[config.mk]
export PLATFORM = sky130hd
export DESIGN_NAME = trp_top
export DESIGN_NICKNAME = d
export VERILOG_FILES = /design/src/rtl/trp_pkg.sv /design/src/rtl/trp_ctrl.sv /design/src/rtl/trp_dpath.sv /design/src/rtl/trp_top.sv
export SDC_FILE = /design/constraint.sdc
export NUM_CORES = 1
export LEC_CHECK = 0
export CAP_MARGIN = 20
export CORE_UTILIZATION = 40
export DETAILED_ROUTE_END_ITERATION = 8
export PLACE_DENSITY = 0.86
export SLEW_MARGIN = 20
export SYNTH_ARGS = -nofsm -noshare
export SYNTH_HDL_FRONTEND = slang
export SYNTH_HIERARCHICAL = 1
export SYNTH_SLANG_ARGS = --single-unit
[constraint.sdc]
create_clock -name clk -period 6.8 [get_ports clk]
set_input_delay 1.7 -clock clk [delete_from_list [all_inputs] [get_ports clk]]
set_output_delay 1.7 -clock clk [all_outputs]
set_load 0.01 [all_outputs]
[src/rtl/trp_pkg.sv]
package trp_pkg;
  localparam logic [1:0] PRIV_U = 2'd0;
  localparam logic [1:0] PRIV_S = 2'd1;
  localparam logic [1:0] PRIV_M = 2'd3;

  localparam int CAUSE_W = 5;
  localparam logic [CAUSE_W-1:0] CAUSE_MISALIGN = 5'd0;
  localparam logic [CAUSE_W-1:0] CAUSE_ILLEGAL  = 5'd2;
  localparam logic [CAUSE_W-1:0] CAUSE_VIRT     = 5'd22;

  // strobes from control to datapath
  typedef struct packed {
    logic                commit;
    logic                raise;
    logic [CAUSE_W-1:0]  cause;
    logic                isMret;
    logic                virtFromSaved;
  } trpStrobe_t;

  typedef struct packed {
    logic       mie;
    logic       sie;
    logic       mpie;
    logic       spie;
    logic [1:0] mpp;
    logic       spp;
    logic       mpv;
    logic       spv;
  } trpStatus_t;
endpackage

[src/rtl/trp_ctrl.sv]
module trp_ctrl
  import trp_pkg::*;
#(
  parameter int CNT_W     = 7,
  parameter int ALIGN_LSB = 2
) (
  input  logic                 reqValid,
  input  logic                 reqIsMret,
  input  logic [1:0]           curPriv,
  input  logic                 curVirt,
  input  logic                 tsrIn,
  input  logic                 vtsrIn,
  input  logic [1:0]           mppIn,
  input  logic [ALIGN_LSB-1:0] mepcLow,
  input  logic [ALIGN_LSB-1:0] sepcLow,
  input  logic                 hasC,
  input  logic                 hasH,
  input  logic                 pmpPresent,
  input  logic [CNT_W-1:0]     pmpRuleCount,
  output trpStrobe_t           strobe
);
  logic privFail;
  logic alignFail;
  logic tsrFail;
  logic pmpFail;
  logic vtsrFail;
  logic [ALIGN_LSB-1:0] pcLow;
  logic anyFail;
  logic [CAUSE_W-1:0] causeSel;

  assign pcLow     = reqIsMret ? mepcLow : sepcLow;
  assign privFail  = reqIsMret ? (curPriv != PRIV_M) : (curPriv < PRIV_S);
  assign alignFail = !hasC && (pcLow != '0);
  assign tsrFail   = !reqIsMret && tsrIn && (curPriv != PRIV_M);
  assign pmpFail   = reqIsMret && pmpPresent && (pmpRuleCount == '0) && (mppIn != PRIV_M);
  assign vtsrFail  = !reqIsMret && hasH && curVirt && vtsrIn;
  assign anyFail   = privFail | alignFail | tsrFail | pmpFail | vtsrFail;

  always_comb begin
    if (privFail)                 causeSel = CAUSE_ILLEGAL;
    else if (alignFail)           causeSel = CAUSE_MISALIGN;
    else if (tsrFail || pmpFail)  causeSel = CAUSE_ILLEGAL;
    else if (vtsrFail)            causeSel = CAUSE_VIRT;
    else                          causeSel = CAUSE_MISALIGN;
  end

  always_comb begin
    strobe.commit        = reqValid && !anyFail;
    strobe.raise         = reqValid && anyFail;
    strobe.cause         = causeSel;
    strobe.isMret        = reqIsMret;
    strobe.virtFromSaved = reqIsMret ? hasH : (hasH && !curVirt);
  end
endmodule

[src/rtl/trp_dpath.sv]
module trp_dpath
  import trp_pkg::*;
#(
  parameter int XLEN = 32
) (
  input  logic               clk,
  input  logic               rstN,
  input  trpStrobe_t         strobe,
  input  logic               curVirt,
  input  trpStatus_t         statIn,
  input  logic [XLEN-1:0]    mepc,
  input  logic [XLEN-1:0]    sepc,
  output logic               doneOk,
  output logic               excValid,
  output logic [CAUSE_W-1:0] excCause,
  output logic               swapReq,
  output logic [XLEN-1:0]    retPc,
  output logic [1:0]         privOut,
  output logic               virtOut,
  output trpStatus_t         statOut
);
  logic       savedVirt;
  logic [1:0] savedPriv;
  logic       nextVirt;
  trpStatus_t nextStat;

  assign savedVirt = strobe.isMret ? statIn.mpv : statIn.spv;
  assign savedPriv = strobe.isMret ? statIn.mpp : {1'b0, statIn.spp};
  assign nextVirt  = strobe.virtFromSaved ? savedVirt : curVirt;

  always_comb begin
    nextStat = statIn;
    if (strobe.isMret) begin
      nextStat.mie  = statIn.mpie;
      nextStat.mpie = 1'b1;
      nextStat.mpp  = PRIV_U;
      nextStat.mpv  = 1'b0;
    end else begin
      nextStat.sie  = statIn.spie;
      nextStat.spie = 1'b1;
      nextStat.spp  = 1'b0;
      if (strobe.virtFromSaved) nextStat.spv = 1'b0;
    end
  end

  always_ff @(posedge clk) begin
    if (!rstN) begin
      doneOk   <= 1'b0;
      excValid <= 1'b0;
      excCause <= '0;
      swapReq  <= 1'b0;
      retPc    <= '0;
      privOut  <= PRIV_M;
      virtOut  <= 1'b0;
      statOut  <= '0;
    end else begin
      doneOk   <= strobe.commit;
      excValid <= strobe.raise;
      swapReq  <= strobe.commit && strobe.virtFromSaved && savedVirt;
      if (strobe.raise) excCause <= strobe.cause;
      if (strobe.commit) begin
        retPc   <= strobe.isMret ? mepc : sepc;
        privOut <= savedPriv;
        virtOut <= nextVirt;
        statOut <= nextStat;
      end
    end
  end
endmodule

[src/rtl/trp_top.sv]
module trp_top
  import trp_pkg::*;
#(
  parameter int XLEN  = 32,
  parameter int CNT_W = 7
) (
  input  logic               clk,
  input  logic               rstN,
  input  logic               reqValid,
  input  logic               reqIsMret,
  input  logic [1:0]         curPriv,
  input  logic               curVirt,
  input  logic               mieIn,
  input  logic               sieIn,
  input  logic               mpieIn,
  input  logic               spieIn,
  input  logic [1:0]         mppIn,
  input  logic               sppIn,
  input  logic               mpvIn,
  input  logic               tsrIn,
  input  logic               spvIn,
  input  logic               vtsrIn,
  input  logic [XLEN-1:0]    mepc,
  input  logic [XLEN-1:0]    sepc,
  input  logic               hasC,
  input  logic               hasH,
  input  logic               pmpPresent,
  input  logic [CNT_W-1:0]   pmpRuleCount,
  output logic               doneOk,
  output logic               excValid,
  output logic [4:0]         excCause,
  output logic               swapReq,
  output logic [XLEN-1:0]    retPc,
  output logic [1:0]         privOut,
  output logic               virtOut,
  output logic               mieOut,
  output logic               sieOut,
  output logic               mpieOut,
  output logic               spieOut,
  output logic [1:0]         mppOut,
  output logic               sppOut,
  output logic               mpvOut,
  output logic               spvOut
);
  localparam int ALIGN_LSB = 2;

  trpStrobe_t strobe;
  trpStatus_t statIn;
  trpStatus_t statOut;

  always_comb begin
    statIn.mie  = mieIn;
    statIn.sie  = sieIn;
    statIn.mpie = mpieIn;
    statIn.spie = spieIn;
    statIn.mpp  = mppIn;
    statIn.spp  = sppIn;
    statIn.mpv  = mpvIn;
    statIn.spv  = spvIn;
  end

  trp_ctrl #(.CNT_W(CNT_W), .ALIGN_LSB(ALIGN_LSB)) u_ctrl (
    .reqValid     (reqValid),
    .reqIsMret    (reqIsMret),
    .curPriv      (curPriv),
    .curVirt      (curVirt),
    .tsrIn        (tsrIn),
    .vtsrIn       (vtsrIn),
    .mppIn        (mppIn),
    .mepcLow      (mepc[ALIGN_LSB-1:0]),
    .sepcLow      (sepc[ALIGN_LSB-1:0]),
    .hasC         (hasC),
    .hasH         (hasH),
    .pmpPresent   (pmpPresent),
    .pmpRuleCount (pmpRuleCount),
    .strobe       (strobe)
  );

  trp_dpath #(.XLEN(XLEN)) u_dpath (
    .clk      (clk),
    .rstN     (rstN),
    .strobe   (strobe),
    .curVirt  (curVirt),
    .statIn   (statIn),
    .mepc     (mepc),
    .sepc     (sepc),
    .doneOk   (doneOk),
    .excValid (excValid),
    .excCause (excCause),
    .swapReq  (swapReq),
    .retPc    (retPc),
    .privOut  (privOut),
    .virtOut  (virtOut),
    .statOut  (statOut)
  );

  assign mieOut  = statOut.mie;
  assign sieOut  = statOut.sie;
  assign mpieOut = statOut.mpie;
  assign spieOut = statOut.spie;
  assign mppOut  = statOut.mpp;
  assign sppOut  = statOut.spp;
  assign mpvOut  = statOut.mpv;
  assign spvOut  = statOut.spv;
endmodule

==> impl_metrics.xml <==
<?xml version="1.0" encoding="UTF-8"?>
<metrics>
  <group name="status">
    <metric name="outcome" unit="">finished clean</metric>
  </group>
  <group name="synth">
    <metric name="synth_async_sr_flop_share" unit="%">0</metric>
    <metric name="synth_top_cells_by_area" unit="">sky130_fd_sc_hd__dfxtp_1 (45%), sky130_fd_sc_hd__mux2i_1 (17%), sky130_fd_sc_hd__a21oi_1 (7.8%)</metric>
    <metric name="synth.ff_latch_count" unit="">52</metric>
    <metric name="synthDistinctLibCells" unit="">40</metric>
    <metric name="synth_top_cell_by_area" unit="">sky130_fd_sc_hd__dfxtp_1</metric>
    <metric name="ys_seq_area_share" unit="%">44.9</metric>
    <metric name="synth_enable_flop_cells" unit="">0</metric>
    <metric name="post_synth_instance_area" unit="um2">2320</metric>
    <metric name="yosysTopAreaCellShare" unit="%">44.9</metric>
    <metric name="synthesis.yosys.warnings" unit="">6</metric>
    <metric name="post_synth_inst_count" unit="">241</metric>
    <metric name="flip_flop_cell_with_the_highest_count_after_synthesis" unit="">sky130_fd_sc_hd__dfxtp_1</metric>
    <metric name="syn_avg_cell_area" unit="um2">9.62</metric>
  </group>
  <group name="final_layout">
    <metric name="filler_cell_count" unit="">470</metric>
    <metric name="area.growth.synth_to_final" unit="%">66.4</metric>
    <metric name="final_layout_size_suffix_gt1_share" unit="%">5.36</metric>
    <metric name="antenna_cells" unit="">0</metric>
    <metric name="final_stage_net_count" unit="">464</metric>
    <metric name="postLayoutCoreUtil" unit="%">69.6</metric>
  </group>
  <group name="global_routing">
    <metric name="globalRouteOverflowTotal" unit="">0</metric>
    <metric name="grt_pass1_vias" unit="">2287</metric>
    <metric name="grt_pass1_wl" unit="um">10300</metric>
    <metric name="pin_count_of_the_biggest_net_entering_global_routing" unit="">81</metric>
    <metric name="antenna_found_initial" unit="">0</metric>
    <metric name="grt_use_total" unit="%">21.0</metric>
    <metric name="busiest_layer" unit="">met2</metric>
    <metric name="global_route.usage.met1" unit="%">23.7</metric>
    <metric name="grt_use_met2" unit="%">38.0</metric>
    <metric name="global_route.usage.met3" unit="%">6.51</metric>
  </group>
  <group name="routing">
    <metric name="vias_per_cell" unit="">4.97</metric>
    <metric name="wire_per_inst" unit="um">14.0</metric>
    <metric name="remaining_routing_drc_violations" unit="">0</metric>
    <metric name="drt_wl_total" unit="um">6240</metric>
    <metric name="drtIter0Drc" unit="">80</metric>
    <metric name="drt_pass1_iterations" unit="">4</metric>
    <metric name="routed-via-count" unit="">2212</metric>
    <metric name="antenna_violating_nets_post_route" unit="">0</metric>
  </group>
  <group name="critical_path">
    <metric name="timing.critical_path.slowest_stage_cell" unit="">sky130_fd_sc_hd__buf_4</metric>
    <metric name="worst-path-buf-inv" unit="">4</metric>
    <metric name="worstPathRequired" unit="ps">7010</metric>
    <metric name="worstPathArrival" unit="ps">4630</metric>
    <metric name="timing.critical_path.fanout_max" unit="">80</metric>
    <metric name="start_kind" unit="">primary input</metric>
    <metric name="cp_cell_sequence" unit="">buf_2 &gt; buf_4 &gt; nand4b_1 &gt; o211ai_1 &gt; nor4b_2 &gt; buf_4 &gt; inv_1 &gt; a22o_1 &gt; and2_1</metric>
    <metric name="max_stage_delay" unit="ps">560</metric>
    <metric name="cp_most_frequent_cell" unit="">sky130_fd_sc_hd__buf_4</metric>
    <metric name="worst_setup_path_end_kind" unit="">flip-flop</metric>
    <metric name="critical_path_class" unit="">primary input to flip-flop</metric>
    <metric name="critical-path-top-delay-family" unit="">buffers and inverters</metric>
  </group>
  <group name="die">
    <metric name="rows" unit="">27</metric>
    <metric name="dieArea" unit="um2">6100</metric>
    <metric name="die_height" unit="um">78.1</metric>
    <metric name="initial_utilization" unit="%">41.8</metric>
    <metric name="io-pin-count" unit="">144</metric>
    <metric name="core" unit="um2">5540</metric>
    <metric name="die_w" unit="um">78.1</metric>
  </group>
  <group name="timing">
    <metric name="grt_setup_unrepaired" unit="">false</metric>
    <metric name="timing.clock.skew" unit="ps">0</metric>
    <metric name="finalMaxSlewViolations" unit="">0</metric>
    <metric name="post_route_setup_tns" unit="ps">0</metric>
    <metric name="timing.final.crit_period" unit="ps">4430</metric>
    <metric name="whs" unit="ps">486</metric>
    <metric name="tightestPinTransition" unit="ps">652</metric>
    <metric name="timing.max_slew.rel_slack" unit="%">56.5</metric>
    <metric name="setup_viol_count_final" unit="">0</metric>
    <metric name="hold_viol_final" unit="">0</metric>
    <metric name="max_freq" unit="MHz">226</metric>
    <metric name="min_period_over_period" unit="%">65.1</metric>
  </group>
  <group name="run">
    <metric name="drv.max_cap_violation_count" unit="">0</metric>
  </group>
  <group name="cts">
    <metric name="cts.repair.resized" unit="">0</metric>
    <metric name="clk_path_buf_depth" unit="">2</metric>
    <metric name="number_of_hold_repair_buffers_added_at_the_cts_stage" unit="">0</metric>
    <metric name="post-cts-setup-buffer-count" unit="">0</metric>
    <metric name="clk_latency" unit="ps">300</metric>
    <metric name="cts_buffers" unit="">5</metric>
    <metric name="clock_tree.root_cell" unit="">sky130_fd_sc_hd__clkbuf_8</metric>
    <metric name="clock_tree_from_tritoncts" unit="">done</metric>
    <metric name="clock_h_tree_levels" unit="">2</metric>
    <metric name="cts.sink_count" unit="">52</metric>
    <metric name="worst_setup_hold_path_clk_slew" unit="ps">90</metric>
  </group>
  <group name="placed_design">
    <metric name="dp.final_hpwl" unit="um">4650</metric>
    <metric name="finalWeightedCongestion" unit="">0.720</metric>
    <metric name="numPortBuffers" unit="">143</metric>
  </group>
  <group name="power">
    <metric name="power_density" unit="nW/um2">179</metric>
    <metric name="static-leakage-power" unit="nW">1.50</metric>
    <metric name="vdd_ir_drop_max" unit="uV">110</metric>
  </group>
  <group name="worst_hold_path">
    <metric name="holdCritPathClass" unit="">flip-flop to flip-flop</metric>
  </group>
</metrics>
-- synth_stat cells, types with 2 or more instances --
library cell,number
sky130_fd_sc_hd__buf_1,2
sky130_fd_sc_hd__mux2i_1,40
sky130_fd_sc_hd__a22oi_1,2
sky130_fd_sc_hd__nor2_1,2
sky130_fd_sc_hd__and2_1,4
sky130_fd_sc_hd__a21boi_0,3
sky130_fd_sc_hd__inv_1,4
sky130_fd_sc_hd__dfxtp_1,52
sky130_fd_sc_hd__a21oi_1,36
sky130_fd_sc_hd__nand2_1,4
sky130_fd_sc_hd__o21ai_0,36
sky130_fd_sc_hd__buf_4,6
sky130_fd_sc_hd__buf_2,4
sky130_fd_sc_hd__nor2b_1,7
sky130_fd_sc_hd__clkbuf_1,10
sky130_fd_sc_hd__nand3_1,4
sky130_fd_sc_hd__nand2b_1,2
-- through the flow --
| step | instances | power (mW) | setup slack (ps) | area (um2) |
|---|---|---|---|---|
| 2_1_floorplan | 242 | 0.394 | 3270 | 2320 |
| 3_3_place_gp | 437 | 0.485 | 2190 | 3750 |
| 3_5_place_dp | 437 | 0.488 | 2050 | 3750 |
| 4_1_cts | 445 | 0.695 | 2380 | 3860 |
| 5_1_grt | 445 | 0.724 | 2200 | 3860 |
| 6_report | 445 | 0.689 | 2370 | 3860 |
-- path summary, 6_finish.rpt --
check	to	slack, ps	startpoint	cells past startpoint
worst max-delay path	u_dpath/statOut[1]	2370	reqIsMret	9
worst min register to register	u_dpath/privOut[1]	490	u_dpath/privOut[1]	2
worst min-delay path	u_dpath/privOut[1]	490	u_dpath/privOut[1]	2
worst max register to register	u_dpath/statOut[1]	5990	u_dpath/statOut[1]	2
-- metal layers --
layer | vias up | part of all wire [%] | wire, um
met5 | - | 0 | 0
met4 | 0 | 1.3 | 84
met3 | 10 | 8.2 | 510
met2 | 89 | 49 | 3070
met1 | 994 | 41 | 2580
li1 | 1119 | - | -
-- flip-flops by register name (all words and copies together) (netlist names) --
name / flops
u_dpath/swapReq: 1
u_dpath/excValid: 1
u_dpath/statOut: 9
u_dpath/retPc: 32
u_dpath/privOut: 2
u_dpath/virtOut: 1
u_dpath/doneOk: 1
u_dpath/excCause: 5
-- cells in the final DEF, fill, tap and decap left out, types with 2 or more instances in the layout --
master,Yosys,final
sky130_fd_sc_hd__a21boi_0,3,3
sky130_fd_sc_hd__nor2_1,2,2
sky130_fd_sc_hd__dfxtp_1,52,52
sky130_fd_sc_hd__nand2b_1,2,2
sky130_fd_sc_hd__nor2b_1,7,7
sky130_fd_sc_hd__o21ai_0,36,36
sky130_fd_sc_hd__mux2i_1,40,40
sky130_fd_sc_hd__clkdlybuf4s50_1,0,142
sky130_fd_sc_hd__a22oi_1,2,2
sky130_fd_sc_hd__nand3_1,4,4
sky130_fd_sc_hd__inv_1,4,4
sky130_fd_sc_hd__and2_1,4,4
sky130_fd_sc_hd__a21oi_1,36,36
sky130_fd_sc_hd__conb_1,1,2
sky130_fd_sc_hd__buf_4,6,3
sky130_fd_sc_hd__clkbuf_8,0,5
sky130_fd_sc_hd__nand2_1,4,4
-- kinds of logic after synthesis --
group / count (synthesis) / share of synthesized area (%)
buffers and inverters: 27 / 5.88
multiplexers: 41 / 17.9
other: 1 / 0.162
adder cells (fa/ha/maj): 1 / 0.432
AO/OA/AOI/OAI: 87 / 22.0
flip-flops: 52 / 44.9
AND/OR/NAND/NOR: 32 / 8.69
-- layout make-up --
cell class              instances  area [um2]  share of cell area [%]
clock buffers                   5        68.8                    1.78
inverters                       4        15.0                   0.389
repair buffers                146        1450                    37.6
flip-flops and latches         52        1040                    27.0
multi-input cells             163        1150                    29.8
clock inverters                 3        42.5                    1.10
well taps                      72        90.1                    2.34
-- tightest hold or removal path, cell delays in order, from the launching register on --
cell and delay (ps):
sky130_fd_sc_hd__dfxtp_1 340, sky130_fd_sc_hd__nand2_1 50, sky130_fd_sc_hd__nand3_1 70
-- where the power goes --
| part | switching [mW] | internal (mW) | total, mW |
|---|---|---|---|
| Sequential | 0.00730 | 0.320 | 0.327 |
| Clock | 0.0994 | 0.109 | 0.208 |
| Combinational | 0.0576 | 0.0955 | 0.153 |
| Total | 0.164 | 0.525 | 0.689 |
No activity file was read; power rests on OpenSTA's default activity.
